**config.mk**
```make
export PLATFORM = sky130hd
export DESIGN_NAME = stk_lifo
export DESIGN_NICKNAME = d
export VERILOG_FILES = /design/src/rtl/stk_pkg.sv /design/src/rtl/stk_chain.sv /design/src/rtl/stk_ctrl.sv /design/src/rtl/stk_lifo.sv
export SDC_FILE = /design/constraint.sdc
export NUM_CORES = 1
export LEC_CHECK = 0
export ABC_CLOCK_PERIOD_IN_PS = 3530
export BUFFER_PORTS_ARGS = -buffer_cell sky130_fd_sc_hd__buf_2
export CAP_MARGIN = 10
export CORE_MARGIN = 5
export CORE_UTILIZATION = 41
export DETAILED_ROUTE_END_ITERATION = 7
export GPL_ROUTABILITY_DRIVEN = 0
export SYNTH_ARGS = -nofsm -noshare
export SYNTH_HDL_FRONTEND = slang
export SYNTH_SLANG_ARGS = --single-unit
export TNS_END_PERCENT = 100
```
**constraint.sdc**
```tcl
create_clock -name clk -period 3.53 [get_ports clk]
set_input_delay 0.353 -clock clk [delete_from_list [all_inputs] [get_ports clk]]
set_output_delay 0.353 -clock clk [all_outputs]
set_load 0.02 [all_outputs]
```
**src/rtl/stk_pkg.sv**
```systemverilog
package stk_pkg;

    typedef enum logic [1:0] {
        ST_IDLE  = 2'd0,
        ST_SHIFT = 2'd1,
        ST_LOAD  = 2'd2
    } ctrl_state_t;

    typedef enum logic [1:0] {
        OP_HOLD   = 2'd0,
        OP_DEEPER = 2'd1,
        OP_UPWARD = 2'd2,
        OP_LOAD   = 2'd3
    } chain_op_t;

    function automatic logic state_is_busy(ctrl_state_t s);
        return (s != ST_IDLE);
    endfunction

endpackage

```
**src/rtl/stk_chain.sv**
```systemverilog
module stk_chain
    import stk_pkg::*;
#(
    parameter int DEPTH = 4,
    parameter int WIDTH = 8
) (
    input  logic             clk,
    input  logic             rst,
    input  chain_op_t        op,
    input  logic [WIDTH-1:0] load_word,
    output logic [WIDTH-1:0] top_word
);

    localparam int LAST = DEPTH - 1;

    logic [WIDTH-1:0] stage_q [DEPTH];

    generate
        for (genvar i = 0; i < DEPTH; i++) begin : g_stage
            logic [WIDTH-1:0] from_above;
            logic [WIDTH-1:0] from_below;
            logic [WIDTH-1:0] load_src;

            if (i == 0) begin : g_top
                assign from_above = '0;
                assign load_src   = load_word;
            end else begin : g_inner
                assign from_above = stage_q[i-1];
                assign load_src   = stage_q[i];
            end

            if (i == LAST) begin : g_bottom
                assign from_below = '0;
            end else begin : g_upper
                assign from_below = stage_q[i+1];
            end

            always_ff @(posedge clk) begin
                if (rst) begin
                    stage_q[i] <= '0;
                end else begin
                    unique case (op)
                        OP_DEEPER: stage_q[i] <= from_above;
                        OP_UPWARD: stage_q[i] <= from_below;
                        OP_LOAD:   stage_q[i] <= load_src;
                        default:   stage_q[i] <= stage_q[i];
                    endcase
                end
            end
        end
    endgenerate

    assign top_word = stage_q[0];

endmodule

```
**src/rtl/stk_ctrl.sv**
```systemverilog
module stk_ctrl
    import stk_pkg::*;
#(
    parameter int DEPTH = 4,
    parameter int WIDTH = 8
) (
    input  logic             clk,
    input  logic             rst,
    input  logic             push_req,
    input  logic             pop_req,
    input  logic [WIDTH-1:0] push_data,
    output chain_op_t        op,
    output logic [WIDTH-1:0] load_word,
    output logic             full,
    output logic             empty,
    output logic             busy,
    output logic             err
);

    localparam int CW = $clog2(DEPTH + 1);
    localparam logic [CW-1:0] CNT_MAX = CW'(DEPTH);

    ctrl_state_t      state_q, state_d;
    logic [CW-1:0]    count_q, count_d;
    logic [WIDTH-1:0] held_q;
    logic             err_q, err_d;
    logic             push_ok, pop_ok;

    assign full  = (count_q == CNT_MAX);
    assign empty = (count_q == '0);
    assign busy  = state_is_busy(state_q);

    // push has priority over pop when both are raised
    assign push_ok = !busy && push_req && !full;
    assign pop_ok  = !busy && !push_req && pop_req && !empty;

    always_comb begin
        state_d = state_q;
        count_d = count_q;
        err_d   = 1'b0;
        op      = OP_HOLD;
        unique case (state_q)
            ST_SHIFT: begin
                op      = OP_DEEPER;
                state_d = ST_LOAD;
            end
            ST_LOAD: begin
                op      = OP_LOAD;
                state_d = ST_IDLE;
            end
            default: begin
                if (push_ok) begin
                    state_d = ST_SHIFT;
                    count_d = count_q + 1'b1;
                end else if (pop_ok) begin
                    op      = OP_UPWARD;
                    count_d = count_q - 1'b1;
                end else if (push_req || pop_req) begin
                    err_d = 1'b1;
                end
            end
        endcase
    end

    always_ff @(posedge clk) begin
        if (rst) begin
            state_q <= ST_IDLE;
            count_q <= '0;
            held_q  <= '0;
            err_q   <= 1'b0;
        end else begin
            state_q <= state_d;
            count_q <= count_d;
            err_q   <= err_d;
            if (push_ok) begin
                held_q <= push_data;
            end
        end
    end

    assign load_word = held_q;
    assign err       = err_q;

endmodule

```
**src/rtl/stk_lifo.sv**
```systemverilog
module stk_lifo
    import stk_pkg::*;
#(
    parameter int DEPTH = 4,
    parameter int WIDTH = 8
) (
    input  logic             clk,
    input  logic             rst,
    input  logic             push_req,
    input  logic             pop_req,
    input  logic [WIDTH-1:0] push_data,
    output logic [WIDTH-1:0] top_data,
    output logic             full,
    output logic             empty,
    output logic             busy,
    output logic             err
);

    chain_op_t        op;
    logic [WIDTH-1:0] load_word;

    stk_ctrl #(.DEPTH(DEPTH), .WIDTH(WIDTH)) i_ctrl (
        .clk       (clk),
        .rst       (rst),
        .push_req  (push_req),
        .pop_req   (pop_req),
        .push_data (push_data),
        .op        (op),
        .load_word (load_word),
        .full      (full),
        .empty     (empty),
        .busy      (busy),
        .err       (err)
    );

    stk_chain #(.DEPTH(DEPTH), .WIDTH(WIDTH)) i_chain (
        .clk       (clk),
        .rst       (rst),
        .op        (op),
        .load_word (load_word),
        .top_word  (top_data)
    );

endmodule

```
==> results.yml, run 1 <==
critical_path:
  worst_setup_path_end_kind: "flip-flop"
  worst_path_largest_cell_delay_ps: 440
  critical_path.top_delay_family: "buffers and inverters"
  critPathRequiredTime_ps: 3540
  critical_path_buf_inv_count: 3
  worst-setup-path-type: "reg2reg"
  worst_path_max_delay_cell: "sky130_fd_sc_hd__ha_1"
  crit_path_frequent_cell: "sky130_fd_sc_hd__buf_4"
  critPathMaxFanout: 26
  data_arrival_time_at_the_worst_slack_endpoint_ps: 2450
  critPathLaunchType: "flip-flop"
  critical_path.cell_chain: "inv_1 > ha_1 > nor4_4 > buf_4 > a21oi_1 > o21bai_1 > buf_4"
synth:
  postSynthNetCount: 227
  ys_ff_latch: 46
  yosys_warnings: 0
  synth_enable_flop_cells: 32
  synth_xor_area_share_pct: 0
  synth_top_cells_by_count: "sky130_fd_sc_hd__nand2_1 (49), sky130_fd_sc_hd__a21oi_1 (34), sky130_fd_sc_hd__edfxtp_1 (32)"
  synth_sequential_area_ratio_pct: 57.7
  postSynth.topFlopCell: "sky130_fd_sc_hd__edfxtp_1"
  synth_largest_type_area_fraction_pct: 44.7
  post_synth_and_or_nand_nor_area_fraction_pct: 22.6
  synthMostInstantiatedCell: "sky130_fd_sc_hd__nand2_1"
  synthDistinctLibCells: 37
  synth_fa_ha_area_share_pct: 3.26
  synthMuxAreaShare_pct: 1.69
  synth.cell_area_sq_um: 2150
  share_of_the_synthesized_area_in_compound_gates_ao_oa_aoi_oai_pct: 10.6
  synth_area_per_cell_sq_um: 10.2
  post_synth_inst_count: 210
  async_reset_ff_share_pct: 0
  yosys-top-cells-area: "sky130_fd_sc_hd__edfxtp_1 (45%), sky130_fd_sc_hd__dfxtp_1 (13%), sky130_fd_sc_hd__nand2_1 (8.6%)"
  synth_top_cell_by_area: "sky130_fd_sc_hd__edfxtp_1"
  largest_family_of_logic_cells_by_synthesized_area: "simple AND/OR/NAND/NOR gates"
die:
  floorplan.die_area_sq_um: 6790
  rows: 26
  design.portCount: 24
  die_y_microns: 82.4
  die_w_microns: 82.4
  core_area_sq_um: 5110
  start_util_pct: 42.1
global_route:
  antenna_violations_before_repair: 0
  first_global_vias: 1501
  grt_first_pass_wirelength_microns: 7540
  grt_overflow_total: 0
  grt_max_degree: 39
  grt_usage_pct: 15.2
sta:
  setup_viol_count_final: 0
  tns_ps: 0
  fmax_mhz: 410
  period_utilization_pct: 69.2
  finalHoldViolations: 0
  rsz_0062_raised_after_global_routing: "no"
  max_slew_violation_count: 0
  post-route-min-period_ps: 2440
  worst_pin_slew_ps: 687
  worst_slew_margin_rel_pct: 54.2
  final.hold.worst_slack_ps: 281
  skew_ps: 7.00
cells_and_area:
  drive_above_1_share_pct: 17.8
  fin_nets: 246
  fin_cells: 300
  num-fill-cells: 514
  area_growth_syn_to_layout_pct: 12.6
  antenna_cells: 0
  layout.cell_area.non_filler_sq_um: 2420
clock_network:
  number_of_gates_resized_after_cts: 0
  cts.hold.buffers_added: 0
  cts.sink_count: 46
  worstSkewPairLatency_ps: 300
  clock_tree.buffer_depth: 2
  path_clk_slew_ps: 90
  tritoncts: "done"
  cts.root.buffer_cell: "sky130_fd_sc_hd__clkbuf_8"
  numCtsBuffers: 5
  htree_levels: 2
  postCtsSetupBuffers: 0
placed_design:
  io_buffers: 23
  placed_area_sq_um: 2310
  place.detailed.instances: 292
  dp_hpwl_microns: 2950
power:
  peakVddDrop_v: 0.000352
  power_per_cell_area_nw_per_um2: 831
  report.power.total_mw: 2.01
  static-leakage-power_nw: 0.889
route:
  route.detailed.vias_per_inst: 5.09
  drc: 0
  post_drt_wl_per_cell_microns: 15.1
  first_pass_iters: 4
  vias: 1527
  drt_iter0_drc: 190
  wl_microns: 4520
  postRouteAntennaNets: 0
min_path:
  min_path_type: "in2reg"
job:
  max-cap-violations: 0
status:
  run_status: "finished clean"
power by group:
group / internal [mW] / total [mW] / switching (mW)
combinational: 0.257 / 0.729 / 0.471
clock: 0.212 / 0.391 / 0.179
sequential: 0.796 / 0.891 / 0.0952
total: 1.27 / 2.01 / 0.745
final timing paths:
path,startpoint,end,slack [ps],cells after the start
max,i_ctrl.state_q[0],i_chain.stage_q[3][1],1090,7
min,push_data[1],i_ctrl.load_word[1],280,3
max reg2reg,i_ctrl.state_q[0],i_chain.stage_q[3][1],1090,7
min reg2reg,i_ctrl.load_word[4],i_ctrl.load_word[4],460,2
per-stage QoR:
stage	util [%]	setup slack, ps
floorplan	-	892
global placement	45.3	1140
detailed placement	45.3	1100
CTS	47.4	1080
global route	47.4	921
finish	47.4	1090
sequential cells by signal, indices dropped and copies added (netlist names):
name	flops
i_chain.stage_q	32
i_ctrl.load_word	8
i_ctrl.count_q	3
i_ctrl.state_q	2
i_ctrl.err	1
tightest hold or removal path, stage by stage:
cell and delay, ps:
sky130_fd_sc_hd__buf_2 90, sky130_fd_sc_hd__nand2_1 40, sky130_fd_sc_hd__a21oi_1 50
routing by layer:
layer	GRT usage (%)	share of wire [%]	up-vias
met5	0	0	-
met4	7.48	2.1	0
met3	3.15	5.2	7
met2	22.5	44	29
met1	21.2	48	730
li1	-	-	761
final cells by class:
cell class | count | area (sq um) | area share, %
sequential | 46 | 1240 | 51.3
multi-input combinational | 144 | 821 | 33.9
timing repair buffer | 27 | 145 | 6.00
tap | 70 | 87.6 | 3.62
clock buffer | 7 | 76.3 | 3.15
clock inverter | 1 | 30.0 | 1.24
inverter | 5 | 18.8 | 0.776
cell usage in the layout, fill, tap and decap left out, types with 4 or more instances in the layout:
cell,instances
sky130_fd_sc_hd__a21oi_1,34
sky130_fd_sc_hd__dfxtp_1,14
sky130_fd_sc_hd__nand3_1,8
sky130_fd_sc_hd__nor2_1,4
sky130_fd_sc_hd__edfxtp_1,32
sky130_fd_sc_hd__clkbuf_8,5
sky130_fd_sc_hd__inv_1,4
sky130_fd_sc_hd__and2_1,8
sky130_fd_sc_hd__nand2_1,49
sky130_fd_sc_hd__buf_4,4
sky130_fd_sc_hd__ha_1,4
sky130_fd_sc_hd__buf_2,23
sky130_fd_sc_hd__nand3b_1,8
cell families after synthesis:
group / count (synthesis)
AOI/OAI and AO/OA: 42
and+or+nand+nor: 94
adders and majority gates: 5
buffers and inverters: 20
DFF: 46
muxes: 3
(Power assumes the default switching activity.)
==> run 2, diff against run 1 <==
--- a/config.mk
+++ b/config.mk
@@ -5,7 +5,8 @@
 export SDC_FILE = /design/constraint.sdc
 export NUM_CORES = 1
 export LEC_CHECK = 0
-export ABC_CLOCK_PERIOD_IN_PS = 3530
+export ABC_AREA = 1
+export ABC_CLOCK_PERIOD_IN_PS = 2100
 export BUFFER_PORTS_ARGS = -buffer_cell sky130_fd_sc_hd__buf_2
 export CAP_MARGIN = 10
 export CORE_MARGIN = 5
==> constraint.sdc (replaced) <==
create_clock -name clk -period 2.1 [get_ports clk]
set_input_delay 0.21 -clock clk [delete_from_list [all_inputs] [get_ports clk]]
set_output_delay 0.21 -clock clk [all_outputs]
set_load 0.02 [all_outputs]
==> run 2 against run 1 <==
Effect of this change: worst hold slack worse by 130 ps; non-clock buffer count up 2; clock power up 38%; synthesized cell count up 5.7%; routed wire length down 11%; critical path depth unchanged; clock skew up 4.2 ps; first-iteration DRC count down 35%; combinational power up 96%; fmax up 29%; flip-flop and latch count unchanged; via count down 1.3%; critical path type unchanged; largest cell class unchanged; largest power group unchanged.
==> results.yml, run 2 <==
synth:
  synth.cell_area_sq_um: 2170
  yosys_warnings: 0
  async_reset_ff_share_pct: 0
  postSynth.topFlopCell: "sky130_fd_sc_hd__edfxtp_1"
  yosys-top-cells-area: "sky130_fd_sc_hd__edfxtp_1 (44%), sky130_fd_sc_hd__dfxtp_1 (13%), sky130_fd_sc_hd__nand2_1 (6.4%)"
  synth_sequential_area_ratio_pct: 57.1
  synth_top_cell_by_area: "sky130_fd_sc_hd__edfxtp_1"
  synth_enable_flop_cells: 32
  ys_ff_latch: 46
  synth_largest_type_area_fraction_pct: 44.2
  synthMostInstantiatedCell: "sky130_fd_sc_hd__nand2_1"
  post_synth_inst_count: 222
  synth_top_cells_by_count: "sky130_fd_sc_hd__nand2_1 (37), sky130_fd_sc_hd__edfxtp_1 (32), sky130_fd_sc_hd__nor2_1 (31)"
  synth_area_per_cell_sq_um: 9.80
  synthDistinctLibCells: 27
  postSynthNetCount: 239
placed_design:
  io_buffers: 23
  place.detailed.instances: 315
  dp_hpwl_microns: 3020
  pre_cts_slack_ps: 227
critical_path:
  worst-setup-path-type: "reg2reg"
  critPathRequiredTime_ps: 2120
  data_arrival_time_at_the_worst_slack_endpoint_ps: 1900
  worst_setup_path_end_kind: "flip-flop"
  critPathLaunchType: "flip-flop"
  critical_path.cell_chain: "inv_1 > ha_1 > inv_2 > nand2_1 > o21ai_1 > a22oi_2 > buf_12"
  launching_element_of_the_worst_setup_path: "i_ctrl.state_q[0]"
  rr_startpoint: "i_ctrl.state_q[0]"
  worst_path_largest_cell_delay_ps: 420
  critPathMaxFanout: 16
  worst_path_max_delay_cell: "sky130_fd_sc_hd__ha_1"
cells_and_area:
  antenna_cells: 0
  num-fill-cells: 519
  footprint_of_the_multi_input_gates_sq_um: 782
  fin_cells: 323
  fin_nets: 269
  top_register: "i_chain.stage_q"
  area_growth_syn_to_layout_pct: 14.5
  layout_commonest_cell: "sky130_fd_sc_hd__nand2_1"
  largest_reg_flops: 32
  area_taken_by_flip_flops_and_latches_sq_um: 1240
  drive_above_1_share_pct: 23.7
  layout_common_cells: "sky130_fd_sc_hd__nand2_1 (37), sky130_fd_sc_hd__edfxtp_1 (32), sky130_fd_sc_hd__nor2_1 (31)"
sta:
  setup_viol_count_final: 0
  tns_ps: 0
  fmax_mhz: 530
  rsz_0062_raised_after_global_routing: "no"
  skew_ps: 11.2
  final_critical_path_setup_slack_ps: 212
  post-route-min-period_ps: 1890
  period_utilization_pct: 89.9
  worst_slew_margin_rel_pct: 71.2
  finalHoldViolations: 0
  worst_pin_slew_ps: 433
  max_slew_violation_count: 0
clock_network:
  path_clk_slew_ps: 80
  tritoncts: "done"
  htree_levels: 2
  cts.hold.buffers_added: 0
  number_of_gates_resized_after_cts: 0
  numCtsBuffers: 5
  worstSkewPairLatency_ps: 310
  cts.root.buffer_cell: "sky130_fd_sc_hd__clkbuf_8"
  postCtsSetupBuffers: 0
  cts.sink_count: 46
  clock_tree.buffer_depth: 2
die:
  floorplan.die_area_sq_um: 6860
  core_area_sq_um: 5140
  start_util_pct: 42.3
  rows: 26
  die_y_microns: 82.8
  die_w_microns: 82.8
  design.portCount: 24
global_route:
  grt_usage_pct: 12.6
  antenna_violations_before_repair: 0
  first_global_vias: 1438
  gr-max-usage-layer: "met2"
  grt_max_degree: 20
  grt_first_pass_wirelength_microns: 7000
  gr-usage-met2_pct: 18.7
  grt_use_met3_pct: 3.76
  grt_util_met1_pct: 17.5
  grt_overflow_total: 0
route:
  drc: 0
  post_drt_wl_per_cell_microns: 12.4
  first_pass_iters: 4
  route.detailed.vias_per_inst: 4.67
  drt_iter0_drc: 123
  postRouteAntennaNets: 0
  wl_microns: 4010
  vias: 1507
power:
  peakVddDrop_v: 0.000706
  power_per_cell_area_nw_per_um2: 1480
  static-leakage-power_nw: 1.11
job:
  max-cap-violations: 0
status:
  run_status: "finished clean"
min_path:
  min_path_type: "in2reg"
  min_from: "push_data[0]"
-- run 2: changes by cell type after synthesis, sizes merged, moves of 3 or more --
cell    previous run  this run
a21oi             34        10
nand3              8        20
nand2             49        42
o21ai              2        11
and2               8         0
o22ai              0         8
nor2b              3         0
clkbuf             9         2
nand3b             8         0
inv                5        31
nor2               4        38
nor3               4         0
o21bai             3         0
-- run 2: per-layer routing --
layer	routed length [microns]	vias to the layer above
met2	1800	27
met4	45	0
li1	-	797
met5	0	-
met3	195	5
met1	1970	678
-- run 2: cell type report --
cell class,count,share of cell area [%]
clock buffers,5,2.76
clock inverters,3,0.854
inverters,31,4.67
multi-input cells,139,31.4
flip-flops and latches,46,49.8
well taps,70,3.52
repair buffers,29,6.93
-- run 2: path summary, 6_finish.rpt --
path	end	slack, ps	cells past startpoint
setup reg to reg	i_chain.stage_q[1][7]	210	7
hold / removal	i_ctrl.load_word[0]	150	3
setup / recovery	i_chain.stage_q[1][7]	210	7
hold reg to reg	i_ctrl.load_word[7]	490	2
-- run 2: power breakdown --
part / total, mW / switching [mW] / internal, mW
registers: 1.71 / 0.207 / 1.50
logic: 1.43 / 0.967 / 0.468
clock network: 0.541 / 0.307 / 0.234
total: 3.69 / 1.48 / 2.21
-- run 2: kinds of logic (layout without fill, tap and decap cells) --
logic type,Yosys count,after routing,synth area share (%)
buf+inv,37,68,7.19
flops,46,46,57.1
simple gates,102,102,23.1
compound gates,32,32,9.38
fa+ha+maj,5,5,3.22
-- run 2: critical path: cells and delay by family, from the launching register on --
kind / cells / cell delay, ps
and+or+nand+nor: 1 / 100
AOI/OAI and AO/OA: 2 / 320
buffers and inverters: 3 / 400
DFF: 1 / 370
adders and majority gates: 1 / 420
-- run 2: metrics by stage --
stage	area [sq um]	util (%)	hold slack [ps]	power, mW
after floorplan	2180	-	375	2.71
after CTS	2490	48.4	143	3.73
after global routing	2490	48.4	154	3.98
after global placement	2400	46.7	460	3.16
final	2490	48.4	153	3.69
after detailed placement	2400	46.7	467	3.18
